**src/rtl/tmr8_pkg.sv**
```systemverilog
package tmr8_pkg;

  localparam logic [2:0] ADR_CTRL = 3'd0;
  localparam logic [2:0] ADR_CMP  = 3'd1;
  localparam logic [2:0] ADR_CNT  = 3'd2;
  localparam logic [2:0] ADR_MASK = 3'd3;
  localparam logic [2:0] ADR_FLAG = 3'd4;

  localparam logic [2:0] CS_STOP = 3'b000;
  localparam logic [2:0] CS_EXT  = 3'b111;

  localparam int CTRL_W = 7;

  typedef enum logic [1:0] {
    WG_FREE   = 2'b00,
    WG_UPDOWN = 2'b01,
    WG_RSV2   = 2'b10,
    WG_RSV3   = 2'b11
  } wgm_e;

  typedef enum logic [1:0] {
    ACT_HOLD   = 2'b00,
    ACT_TOGGLE = 2'b01,
    ACT_CLEAR  = 2'b10,
    ACT_SET    = 2'b11
  } act_e;

  typedef struct packed {
    logic [1:0] wgm;
    logic [1:0] act;
    logic [2:0] cs;
  } ctrl_t;

  // log2 of the divide ratio for each prescaled source code
  function automatic int unsigned cs_shift(logic [2:0] cs);
    case (cs)
      3'b010:  return 3;
      3'b011:  return 5;
      3'b100:  return 6;
      3'b101:  return 7;
      3'b110:  return 8;
      default: return 0;
    endcase
  endfunction

endpackage

```
**src/rtl/tmr8_prescale.sv**
```systemverilog
module tmr8_prescale
  import tmr8_pkg::*;
#(
  parameter int DIV_W       = 8,
  parameter int SYNC_STAGES = 2
) (
  input  logic       clk,
  input  logic       rst_n,
  input  logic [2:0] cs,
  input  logic       restart,
  input  logic       ext_in,
  output logic       tick
);

  logic [DIV_W-1:0]     div_q;
  logic [SYNC_STAGES:0] sh_q;
  logic                 ext_rise;
  logic [DIV_W-1:0]     sel_mask;

  function automatic logic [DIV_W-1:0] div_mask(logic [2:0] c);
    logic [DIV_W:0] m;
    m = ((DIV_W+1)'(1) << cs_shift(c)) - (DIV_W+1)'(1);
    return m[DIV_W-1:0];
  endfunction

  always_ff @(posedge clk or negedge rst_n) begin
    if (!rst_n)       div_q <= '0;
    else if (restart) div_q <= '0;
    else              div_q <= div_q + 1'b1;
  end

  always_ff @(posedge clk or negedge rst_n) begin
    if (!rst_n) sh_q <= '0;
    else        sh_q <= {sh_q[SYNC_STAGES-1:0], ext_in};
  end

  assign ext_rise = sh_q[SYNC_STAGES-1] & ~sh_q[SYNC_STAGES];
  assign sel_mask = div_mask(cs);

  always_comb begin
    case (cs)
      CS_STOP: tick = 1'b0;
      CS_EXT:  tick = ext_rise;
      default: tick = ((div_q & sel_mask) == sel_mask);
    endcase
  end

endmodule

```
**src/rtl/tmr8_counter.sv**
```systemverilog
module tmr8_counter #(
  parameter int W = 8
) (
  input  logic         clk,
  input  logic         rst_n,
  input  logic         tick,
  input  logic         updown,
  input  logic         load,
  input  logic [W-1:0] load_val,
  input  logic [W-1:0] cmp_val,
  output logic [W-1:0] cnt,
  output logic         cnt_down,
  output logic         ovf_evt,
  output logic         cmp_evt,
  output logic         cmp_up
);

  localparam logic [W-1:0] TOP = {W{1'b1}};

  typedef struct packed {
    logic [W-1:0] v;
    logic         dn;
    logic         wrap;
  } nxt_t;

  function automatic nxt_t advance(logic [W-1:0] c, logic d, logic ud);
    nxt_t r;
    r.v    = c + 1'b1;
    r.dn   = 1'b0;
    r.wrap = 1'b0;
    if (!ud) begin
      r.wrap = (c == TOP);
    end else if (!d) begin
      if (c == TOP) begin
        r.v  = c - 1'b1;
        r.dn = 1'b1;
      end
    end else if (c == '0) begin
      r.wrap = 1'b1;
    end else begin
      r.v  = c - 1'b1;
      r.dn = 1'b1;
    end
    return r;
  endfunction

  nxt_t nx;
  logic step;

  assign nx      = advance(cnt, cnt_down, updown);
  assign step    = tick & ~load;
  assign ovf_evt = step & nx.wrap;
  assign cmp_evt = step & (nx.v == cmp_val);
  assign cmp_up  = ~nx.dn;

  always_ff @(posedge clk or negedge rst_n) begin
    if (!rst_n) begin
      cnt      <= '0;
      cnt_down <= 1'b0;
    end else begin
      if (load) begin
        cnt <= load_val;
      end else if (step) begin
        cnt      <= nx.v;
        cnt_down <= nx.dn;
      end
      if (!updown) cnt_down <= 1'b0;
    end
  end

endmodule

```
**src/rtl/tmr8_wave.sv**
```systemverilog
module tmr8_wave
  import tmr8_pkg::*;
(
  input  logic       clk,
  input  logic       rst_n,
  input  logic       hit,
  input  logic       hit_up,
  input  logic       updown,
  input  logic [1:0] act,
  output logic       wave_q
);

  logic wave_d;

  always_comb begin
    wave_d = wave_q;
    if (hit) begin
      if (updown) begin
        if (act != ACT_HOLD) wave_d = ~hit_up;
      end else begin
        case (act)
          ACT_TOGGLE: wave_d = ~wave_q;
          ACT_CLEAR:  wave_d = 1'b0;
          ACT_SET:    wave_d = 1'b1;
          default:    wave_d = wave_q;
        endcase
      end
    end
  end

  always_ff @(posedge clk or negedge rst_n) begin
    if (!rst_n) wave_q <= 1'b0;
    else        wave_q <= wave_d;
  end

endmodule

```
**src/rtl/tmr8_core.sv**
```systemverilog
module tmr8_core
  import tmr8_pkg::*;
#(
  parameter int W           = 8,
  parameter int DIV_W       = 8,
  parameter int SYNC_STAGES = 2
) (
  input  logic         clk,
  input  logic         rst_n,
  input  logic         wr_en,
  input  logic [2:0]   wr_addr,
  input  logic [W-1:0] wr_data,
  input  logic [2:0]   rd_addr,
  output logic [W-1:0] rd_data,
  input  logic         ext_evt,
  input  logic         global_en,
  input  logic         ack_ovf,
  input  logic         ack_cmp,
  output logic         irq_ovf,
  output logic         irq_cmp,
  output logic         wave_out
);

  ctrl_t        ctrl_q;
  logic [W-1:0] cmp_q;
  logic [1:0]   mask_q;
  logic [1:0]   flag_q;

  // named internal events
  logic         wr_ctrl, wr_cmp, wr_mask, wr_flag, cnt_load;
  logic         cs_restart, pre_tick, tick_w, updown;
  logic [W-1:0] cnt_w;
  logic         cnt_down, ovf_evt, cmp_evt, cmp_up;
  logic [1:0]   flag_set, flag_clr;

  assign wr_ctrl  = wr_en && (wr_addr == ADR_CTRL);
  assign wr_cmp   = wr_en && (wr_addr == ADR_CMP);
  assign cnt_load = wr_en && (wr_addr == ADR_CNT);
  assign wr_mask  = wr_en && (wr_addr == ADR_MASK);
  assign wr_flag  = wr_en && (wr_addr == ADR_FLAG);

  assign cs_restart = wr_ctrl && (wr_data[2:0] != ctrl_q.cs);
  assign tick_w     = pre_tick & ~wr_ctrl;
  assign updown     = (ctrl_q.wgm == WG_UPDOWN);

  always_ff @(posedge clk or negedge rst_n) begin
    if (!rst_n) begin
      ctrl_q <= '0;
      cmp_q  <= '0;
      mask_q <= '0;
    end else begin
      if (wr_ctrl) ctrl_q <= ctrl_t'(wr_data[CTRL_W-1:0]);
      if (wr_cmp)  cmp_q  <= wr_data;
      if (wr_mask) mask_q <= wr_data[1:0];
    end
  end

  tmr8_prescale #(.DIV_W(DIV_W), .SYNC_STAGES(SYNC_STAGES)) u_pre (
    .clk     (clk),
    .rst_n   (rst_n),
    .cs      (ctrl_q.cs),
    .restart (cs_restart),
    .ext_in  (ext_evt),
    .tick    (pre_tick)
  );

  tmr8_counter #(.W(W)) u_cnt (
    .clk      (clk),
    .rst_n    (rst_n),
    .tick     (tick_w),
    .updown   (updown),
    .load     (cnt_load),
    .load_val (wr_data),
    .cmp_val  (cmp_q),
    .cnt      (cnt_w),
    .cnt_down (cnt_down),
    .ovf_evt  (ovf_evt),
    .cmp_evt  (cmp_evt),
    .cmp_up   (cmp_up)
  );

  tmr8_wave u_wave (
    .clk    (clk),
    .rst_n  (rst_n),
    .hit    (cmp_evt),
    .hit_up (cmp_up),
    .updown (updown),
    .act    (ctrl_q.act),
    .wave_q (wave_out)
  );

  // flags: a new event outranks any clear in the same cycle
  assign flag_set = {cmp_evt, ovf_evt};
  assign flag_clr = {ack_cmp, ack_ovf} | (wr_flag ? wr_data[1:0] : 2'b00);

  always_ff @(posedge clk or negedge rst_n) begin
    if (!rst_n) flag_q <= '0;
    else        flag_q <= flag_set | (flag_q & ~flag_clr);
  end

  assign irq_ovf = global_en & mask_q[0] & flag_q[0];
  assign irq_cmp = global_en & mask_q[1] & flag_q[1];

  always_comb begin
    rd_data = '0;
    case (rd_addr)
      ADR_CTRL: rd_data[CTRL_W-1:0] = ctrl_q;
      ADR_CMP:  rd_data = cmp_q;
      ADR_CNT:  rd_data = cnt_w;
      ADR_MASK: rd_data[1:0] = mask_q;
      ADR_FLAG: rd_data[1:0] = flag_q;
      default:  rd_data = '0;
    endcase
  end

endmodule

```
**config.mk**
```make
export PLATFORM = sky130hd
export DESIGN_NAME = tmr8_core
export DESIGN_NICKNAME = d
export VERILOG_FILES = /design/src/rtl/tmr8_pkg.sv /design/src/rtl/tmr8_prescale.sv /design/src/rtl/tmr8_counter.sv /design/src/rtl/tmr8_wave.sv /design/src/rtl/tmr8_core.sv
export SDC_FILE = /design/constraint.sdc
export NUM_CORES = 1
export LEC_CHECK = 0
export ABC_AREA = 0
export CAP_MARGIN = 40
export CORE_MARGIN = 5
export CORE_UTILIZATION = 51
export CTS_BUF_LIST = sky130_fd_sc_hd__clkbuf_16
export CTS_CLUSTER_SIZE = 40
export DETAILED_ROUTE_END_ITERATION = 10
export GPL_ROUTABILITY_DRIVEN = 1
export PLACE_DENSITY = 0.85
export SYNTH_ARGS = -nofsm -noshare
export SYNTH_HDL_FRONTEND = slang
export SYNTH_HIERARCHICAL = 1
export SYNTH_SLANG_ARGS = --single-unit
```
**constraint.sdc**
```tcl
create_clock -name clk -period 2.65 [get_ports clk]
set_input_delay 0.265 -clock clk [delete_from_list [all_inputs] [get_ports clk]]
set_output_delay 0.265 -clock clk [all_outputs]
set_load 0.005 [all_outputs]
```
# Word level (Yosys, flattened, before mapping)
# Index checks and enable logic that the tools add are counted.
totals:
  regBits: 40
  latchBits: 0
  mem_bits_rw: 0
  mem_bits_ro: 0
  inputBits: 21
  out_inout_bits: 11
  wordCells: 96
  mem_count: 0
op_classes:
  add_sub_neg: 4
  mul: 0
  div: 0
  n_lt_le_gt_ge: 0
  eq_ne: 25
  shifts: 1
  n_mux: 22
  bitwise_logic: 18
  reduce_logical: 15
op_table:
  columns: ["op", "count"]
  rows:
  - ["9-bit two-way mux", 4]
  - ["8-bit two-way mux", 3]
  - ["4-bit case mux with 5 select lines", 1]
  - ["3-bit by 2-bit equality test with 1-bit output, second input constant", 6]
  - ["3-bit equality test, second input constant", 6]
  - ["8-bit by 1-bit adder with 8-bit output, second input constant", 2]
  - ["8-bit equality test", 2]
  - ["5-bit case mux with 3 select lines", 1]
  - ["2-bit case mux with 5 select lines", 1]
  - ["1-bit bitwise AND", 9]
  - ["3-bit zero test", 3]
  - ["8-bit bitwise AND", 1]
  - ["8-bit equality test, second input constant", 1]
  - ["8-bit zero test", 1]
  - ["1-bit two-way mux", 8]
  - ["1-bit by 4-bit left shift with 8-bit output, first input constant", 1]
  - ["8-bit by 1-bit subtractor with 8-bit output, second input constant", 1]
  - ["8-bit by 2-bit subtractor with 8-bit output, second input constant", 1]
  - ["3-bit by 1-bit equality test with 1-bit output, second input constant", 2]
  - ["1-bit logical AND", 6]
  - ["2-bit by 1-bit equality test with 1-bit output, second input constant", 2]
  - ["2-bit equality test, second input constant", 2]
  - ["2-bit inequality test, second input constant", 2]
  - ["1-bit inverter", 4]
  - ["other kinds (12)", 15]

# Depth between registers and ports, before layout
logic_depth:
  word_depth: 12
  mapped_depth: 17
  ltp_nobuf: 16

# Cells and area by module
# Netlist, hierarchy kept.
by_module_without_submodules:
  columns: ["mod", "instances", "cells_each", "area_per_inst_um2", "seq_area_each_um2"]
  rows:
  - ["tmr8_core", 1, 97, 1084.8, 475.5]
  - ["tmr8_counter", 1, 127, 1058.5, 225.2]
  - ["tmr8_prescale", 1, 58, 580.6, 275.3]
  - ["tmr8_wave", 1, 9, 76.3, 25.0]

# Worst setup path after synthesis
# No wires, ideal clock.
synth_path:
  kind: "register to register"
  startpoint: "register ctrl_q[2] (netlist bit)"
  endpoint: "register u_wave.wave_q"
  setup_time_ns: 0.077
  t_arrival_ns: 2.642
  required_time_ns: 2.573
  setup_slack_ns: -0.069
  path_stages_with_launch: 17
  path_buffers: 1
  synth_period_minus_slack_ns: 2.719
  cell_sequence: "dfrtp_1 inv_1 nor2_1 a21oi_1 ha_1 o22ai_1 a21o_1 o31ai_2 and2b_1 buf_6 nor2b_1 nand2_1 a211oi_1 and4bb_1 o21a_1 nor2_1 a21oi_1"
synth_between:
  elab_chain_cells: 11
  word_cells_on_any_way: 17
  classes_between: "add/sub: 1; eq/ne: 7; shift: 1; mux: 2; bitwise: 4; reduce/logical: 2"
synth_rtl:
  columns: ["item", "line_no", "source"]
  rows:
  - ["start, declared", "tmr8_core.sv:24", "ctrl_t ctrl_q;"]
  - ["start signal, assigned", "tmr8_core.sv:52", "if (wr_ctrl) ctrl_q <= ctrl_t'(wr_data[CTRL_W-1:0]);"]
  - ["3-bit equality test or 3-bit by 2-bit equality test with 1-bit output (tied branches)", "tmr8_pkg.sv:36", "case (cs)"]
  - ["4-bit case mux with 5 select lines", "tmr8_pkg.sv:36", null]
  - ["1-bit by 4-bit left shift with 8-bit output", "tmr8_prescale.sv:22", "m = ((DIV_W+1)'(1) << cs_shift(c)) - (DIV_W+1)'(1);"]
  - ["8-bit by 2-bit subtractor with 8-bit output", "tmr8_prescale.sv:22", null]
  - ["8-bit bitwise AND", "tmr8_prescale.sv:44", "default: tick = ((div_q & sel_mask) == sel_mask);"]
  - ["8-bit equality test", "tmr8_prescale.sv:44", null]
  - ["1-bit case mux with 2 select lines (*)", "tmr8_prescale.sv:41", "case (cs)"]
  - ["net pre_tick", "tmr8_core.sv:31", "logic cs_restart, pre_tick, tick_w, updown;"]
  - ["1-bit bitwise AND (*)", "tmr8_core.sv:43", "assign tick_w = pre_tick & ~wr_ctrl;"]
  - ["net tick_w", "tmr8_core.sv:31", null]
  - ["1-bit bitwise AND (*)", "tmr8_counter.sv:51", "assign step = tick & ~load;"]
  - ["1-bit bitwise AND (*)", "tmr8_counter.sv:53", "assign cmp_evt = step & (nx.v == cmp_val);"]
  - ["net cmp_evt", "tmr8_core.sv:33", "logic cnt_down, ovf_evt, cmp_evt, cmp_up;"]
  - ["3-bit AND reduction (no line) (*)", null, null]
  - ["end signal, assigned", "tmr8_wave.sv:33", "else wave_q <= wave_d;"]
  - ["end, declared", "tmr8_wave.sv:10", "output logic wave_q"]
# Mark *: on every way through the listed nets, which the timed path passes. The rest lies on a longest branch.
# A chain may end at the register's enable or synchronous reset.

# Worst setup path in the final report
# Ends and elaborated chain as after synthesis.

==> impl_table.tex <==
\begin{tabular}{lr}
\hline
Metric & Value \\
\hline
\multicolumn{2}{l}{\textbf{Layout}} \\
Final Net Count & 381 \\
Final std cells w/o fill & approximately 430 \\
Area growth from synthesis to final layout & 29.54\% \\
Number of filler instances in the final layout & 419 \\
Antenna diodes & 0 \\
Share of post-route cells with drive strength above 1 & 0.2949 \\
\multicolumn{2}{l}{\textbf{Setup path}} \\
Critical-path maximum fanout & 4 \\
WP data arrival & 2850 ps \\
Critical Path Source Type & flop \\
Internal reg-to-reg setup slack & 8 ps \\
Required arrival time at the worst endpoint & 2850 ps \\
Classification of the worst setup path & flop to flop \\
Setup crit end kind & flop \\
\multicolumn{2}{l}{\textbf{Detailed routing}} \\
Sum of met3 wire segment lengths after detailed routing & 349 um \\
Metal1 wirelength & approximately 3.2 mm \\
Number of search-and-repair iterations in the first detailed-routing pass & 4 \\
Met2 routed wirelength & 3.970 mm \\
Total routed wirelength & 7.646 mm \\
Number of vias per cell after detailed routing & 5.724 \\
Topmost layer with routed signal wires & met4 \\
DR vias & between 2000 and 2500 \\
Number of routed nets with antenna violations & 0 \\
Number of DRC violations after detailed routing & 0 \\
Iter 0 DRT Violations & 198 \\
Post-DR wirelength/cell & between 15 and 20 um \\
\multicolumn{2}{l}{\textbf{Clock network}} \\
Clock transition at the registers of the reported paths & around 60 ps \\
Clk\_lat worst skew & 280 ps \\
Num CTS Buffers & 5 \\
Clock tree from TritonCTS & yes \\
Total clock sinks & 40 \\
CTS Buffer Depth & 2 \\
Deepest level of the CTS H-tree & 2 \\
Clk root buf & sky130\_fd\_sc\_hd\_\_clkbuf\_16 \\
\multicolumn{2}{l}{\textbf{Floorplanning}} \\
Full die area & about 0.007 mm\^{}2 \\
Initial core utilization & 0.5181 \\
Area of the core & 0.005405 mm\^{}2 \\
Die X-Extent & 84.10 um \\
Vert. Die Dim & 84.10 um \\
Ports placed on the boundary & 32 \\
Total number of placement rows & 27 \\
\multicolumn{2}{l}{\textbf{Global route}} \\
Global-route wire length before repair & roughly 12 mm \\
Antenna violations before repair & 0 \\
Pin count of the biggest net entering global routing & 24 \\
Global router's overall resource usage & 0.2176 \\
Total gr overflow & 0 \\
Via count of the first global-routing pass & between 2000 and 2500 \\
\multicolumn{2}{l}{\textbf{Power}} \\
Max VDD drop & 0.5667 mV \\
Power per unit of standard cell area & 787.7 mW/mm\^{}2 \\
Static leakage & 0.001500 uW \\
\multicolumn{2}{l}{\textbf{Yosys}} \\
Register bit total from synthesis & 40 \\
Syn\_area\_per\_cell & slightly below 10 um\^{}2 \\
Synthesized Nets & 317 \\
Number of enable flip-flop cells after synthesis & 0 \\
Synthesized area & 0.002800 mm\^{}2 \\
Cell with the most instances after synthesis & sky130\_fd\_sc\_hd\_\_dfrtp\_1 \\
Yosys warning count & 6 \\
Top cell type by total area after synthesis & sky130\_fd\_sc\_hd\_\_dfrtp\_1 \\
Fraction of post-synthesis cell area in the top cell type by area & 0.3575 \\
Most used flip-flop cell after synthesis & sky130\_fd\_sc\_hd\_\_dfrtp\_1 \\
Leading post-synthesis cells by instance count & 40 x sky130\_fd\_sc\_hd\_\_dfrtp\_1, 26 x sky130\_fd\_sc\_hd\_\_nand2\_1, 19 x sky130\_fd\_sc\_hd\_\_mux2\_2, 17 x sky130\_fd\_sc\_hd\_\_nor2\_1 \\
Top area cells in the synthesized netlist & sky130\_fd\_sc\_hd\_\_dfrtp\_1 36\%, sky130\_fd\_sc\_hd\_\_mux2\_2 7.6\%, sky130\_fd\_sc\_hd\_\_xor2\_1 4.7\%, sky130\_fd\_sc\_hd\_\_xnor2\_1 4.4\%, sky130\_fd\_sc\_hd\_\_nand2\_1 3.5\% \\
Distinct cells, synth & 65 \\
Part of the Yosys area used for sequential elements & 0.3575 \\
Gate Count Post-Synth & just under 300 \\
Fraction of registers with async set/reset & 1.000 \\
\multicolumn{2}{l}{\textbf{Timing}} \\
Fin. max-slew vios & 0 \\
Min cycle time layout & 2642 ps \\
Worst-case clock skew & 4.334 ps \\
Period utilisation layout & 0.9971 \\
Max frequency & 378.5 MHz \\
Final total negative setup slack & 0 ps \\
Worst-Margin Slew & approximately 520 ps \\
Number of setup violations in the final report & 0 \\
Final Hold Fails & 0 \\
Slew HR & 0.6542 \\
Setup repair after global routing missed its margin & true \\
\multicolumn{2}{l}{\textbf{Flow run}} \\
Max\_cap viols & 0 \\
\multicolumn{2}{l}{\textbf{Outcome}} \\
Result of the run & finished, final reports clean \\
\multicolumn{2}{l}{\textbf{Placed design}} \\
Dpl cells & 412 \\
Weighted congestion at the end of routability-driven global placement & 0.9790 \\
HPWL after DPL & 5.545 mm \\
Input/output buffers & 31 \\
\multicolumn{2}{l}{\textbf{Hold path}} \\
Path type of the worst min-delay path & flop to flop \\
\hline
\end{tabular}
power by group:
group | switching, uW | total, uW | internal (uW)
Clock | 240 | 586 | 346
Sequential | 202 | 974 | 771
Combinational | 635 | 1300 | 662
Total | 1080 | 2860 | 1780
sequential cells by signal (all words and copies together) (netlist names):
name            count
u_wave/wave_q       1
ctrl_q              7
u_pre/div_q         8
flag_q              2
u_cnt/cnt           8
cmp_q               8
u_cnt/cnt_down      1
u_pre/sh_q          3
mask_q              2
through the flow:
step / setup slack (ps) / hold slack, ps / area, um^2 / power, uW / utilization
floorplan: 1.173 / -30.59 / 2804 / 1743 / -
global placement: 134.7 / 258.2 / 3343 / 2108 / 0.6185
detailed placement: -124.5 / 266.8 / 3343 / 2140 / 0.6185
CTS: 13.83 / 371.0 / 3541 / 2786 / 0.6551
global route: -71.53 / 374.6 / 3627 / 3030 / 0.6711
finish: 7.655 / 366.1 / 3627 / 2857 / 0.6711
placed cells by master, fill, tap and decap left out, types with 8 or more instances in the layout:
cell and n:
sky130_fd_sc_hd__xor2_1 15, sky130_fd_sc_hd__nand2_1 25, sky130_fd_sc_hd__nor2_1 16, sky130_fd_sc_hd__xnor2_1 14, sky130_fd_sc_hd__buf_4 38, sky130_fd_sc_hd__nand3_1 15
sky130_fd_sc_hd__o21ai_0 13, sky130_fd_sc_hd__mux2_2 19, sky130_fd_sc_hd__a21oi_1 11, sky130_fd_sc_hd__inv_1 8, sky130_fd_sc_hd__clkdlybuf4s50_1 30, sky130_fd_sc_hd__dfrtp_1 39
sky130_fd_sc_hd__mux2i_1 9
logic make-up after synthesis:
group	after synthesis	synth area share
XOR/XNOR	29	0.09071
other	1	0.001339
AO/OA/AOI/OAI	54	0.1323
flip-flops	40	0.3575
adder cells (fa/ha/maj)	5	0.02234
buffers and inverters	24	0.05004
AND/OR/NAND/NOR	110	0.2373
multiplexers	28	0.1086
worst paths after layout:
kind | startpoint | end | cells after the start
max reg2reg | ctrl_q[2]$_DFFE_PN0P_ | u_wave/wave_q$_DFFE_PN0P_ | 16
min in group asynchronous | rst_n | u_cnt/cnt[6]$_DFFE_PN0P_ | 2
max in group asynchronous | rst_n | ctrl_q[4]$_DFFE_PN0P_ | 3
min | u_pre/sh_q[0]$_DFF_PN0_ | u_pre/sh_q[1]$_DFF_PN0_ | 0
max | ctrl_q[2]$_DFFE_PN0P_ | u_wave/wave_q$_DFFE_PN0P_ | 16
min reg2reg | u_pre/sh_q[0]$_DFF_PN0_ | u_pre/sh_q[1]$_DFF_PN0_ | 0
final cells by class:
type / count / area (um^2) / area share
sequential: 40 / 1002 / 0.2763
clock inverter: 3 / 18.77 / 0.005174
timing repair buffer: 71 / 611.8 / 0.1687
multi-input combinational: 227 / 1742 / 0.4802
clock buffer: 5 / 125.1 / 0.03449
inverter: 10 / 37.54 / 0.01035
tap: 72 / 90.09 / 0.02484
worst max-delay path: stages, from the launching register on:
cell,delay (ps)
sky130_fd_sc_hd__dfrtp_2,430
sky130_fd_sc_hd__inv_2,100
sky130_fd_sc_hd__nor2_4,40
sky130_fd_sc_hd__a21oi_2,110
sky130_fd_sc_hd__ha_2,230
sky130_fd_sc_hd__nor4b_4,70
sky130_fd_sc_hd__a31oi_4,160
sky130_fd_sc_hd__a21oi_2,80
sky130_fd_sc_hd__o31ai_2,180
sky130_fd_sc_hd__and2b_1,180
sky130_fd_sc_hd__nor2b_4,170
sky130_fd_sc_hd__nand2_2,60
sky130_fd_sc_hd__a211oi_2,150
sky130_fd_sc_hd__and4bb_1,270
sky130_fd_sc_hd__o21a_1,130
sky130_fd_sc_hd__nor2_1,30
sky130_fd_sc_hd__a21oi_1,140
timing repair:
item | 4_1_cts | 5_1_grt
pin swaps | 6 | 3
cloned | 0 | 0
setup buffers | 3 | 4
hold endpoints to repair | 21 | 0
gates resized for setup | 6 | 12
endpoints found under the setup margin | 5 | 3
hold buffers | 1 | 0
per-layer routing:
metal / vias to the layer above / track usage
li1: 1161 / -
met1: 1193 / 0.2813
met2: 79 / 0.3773
met3: 17 / 0.03455
met4: 0 / 0.05848
met5: - / 0
No activity file was read; power rests on OpenSTA's default activity.
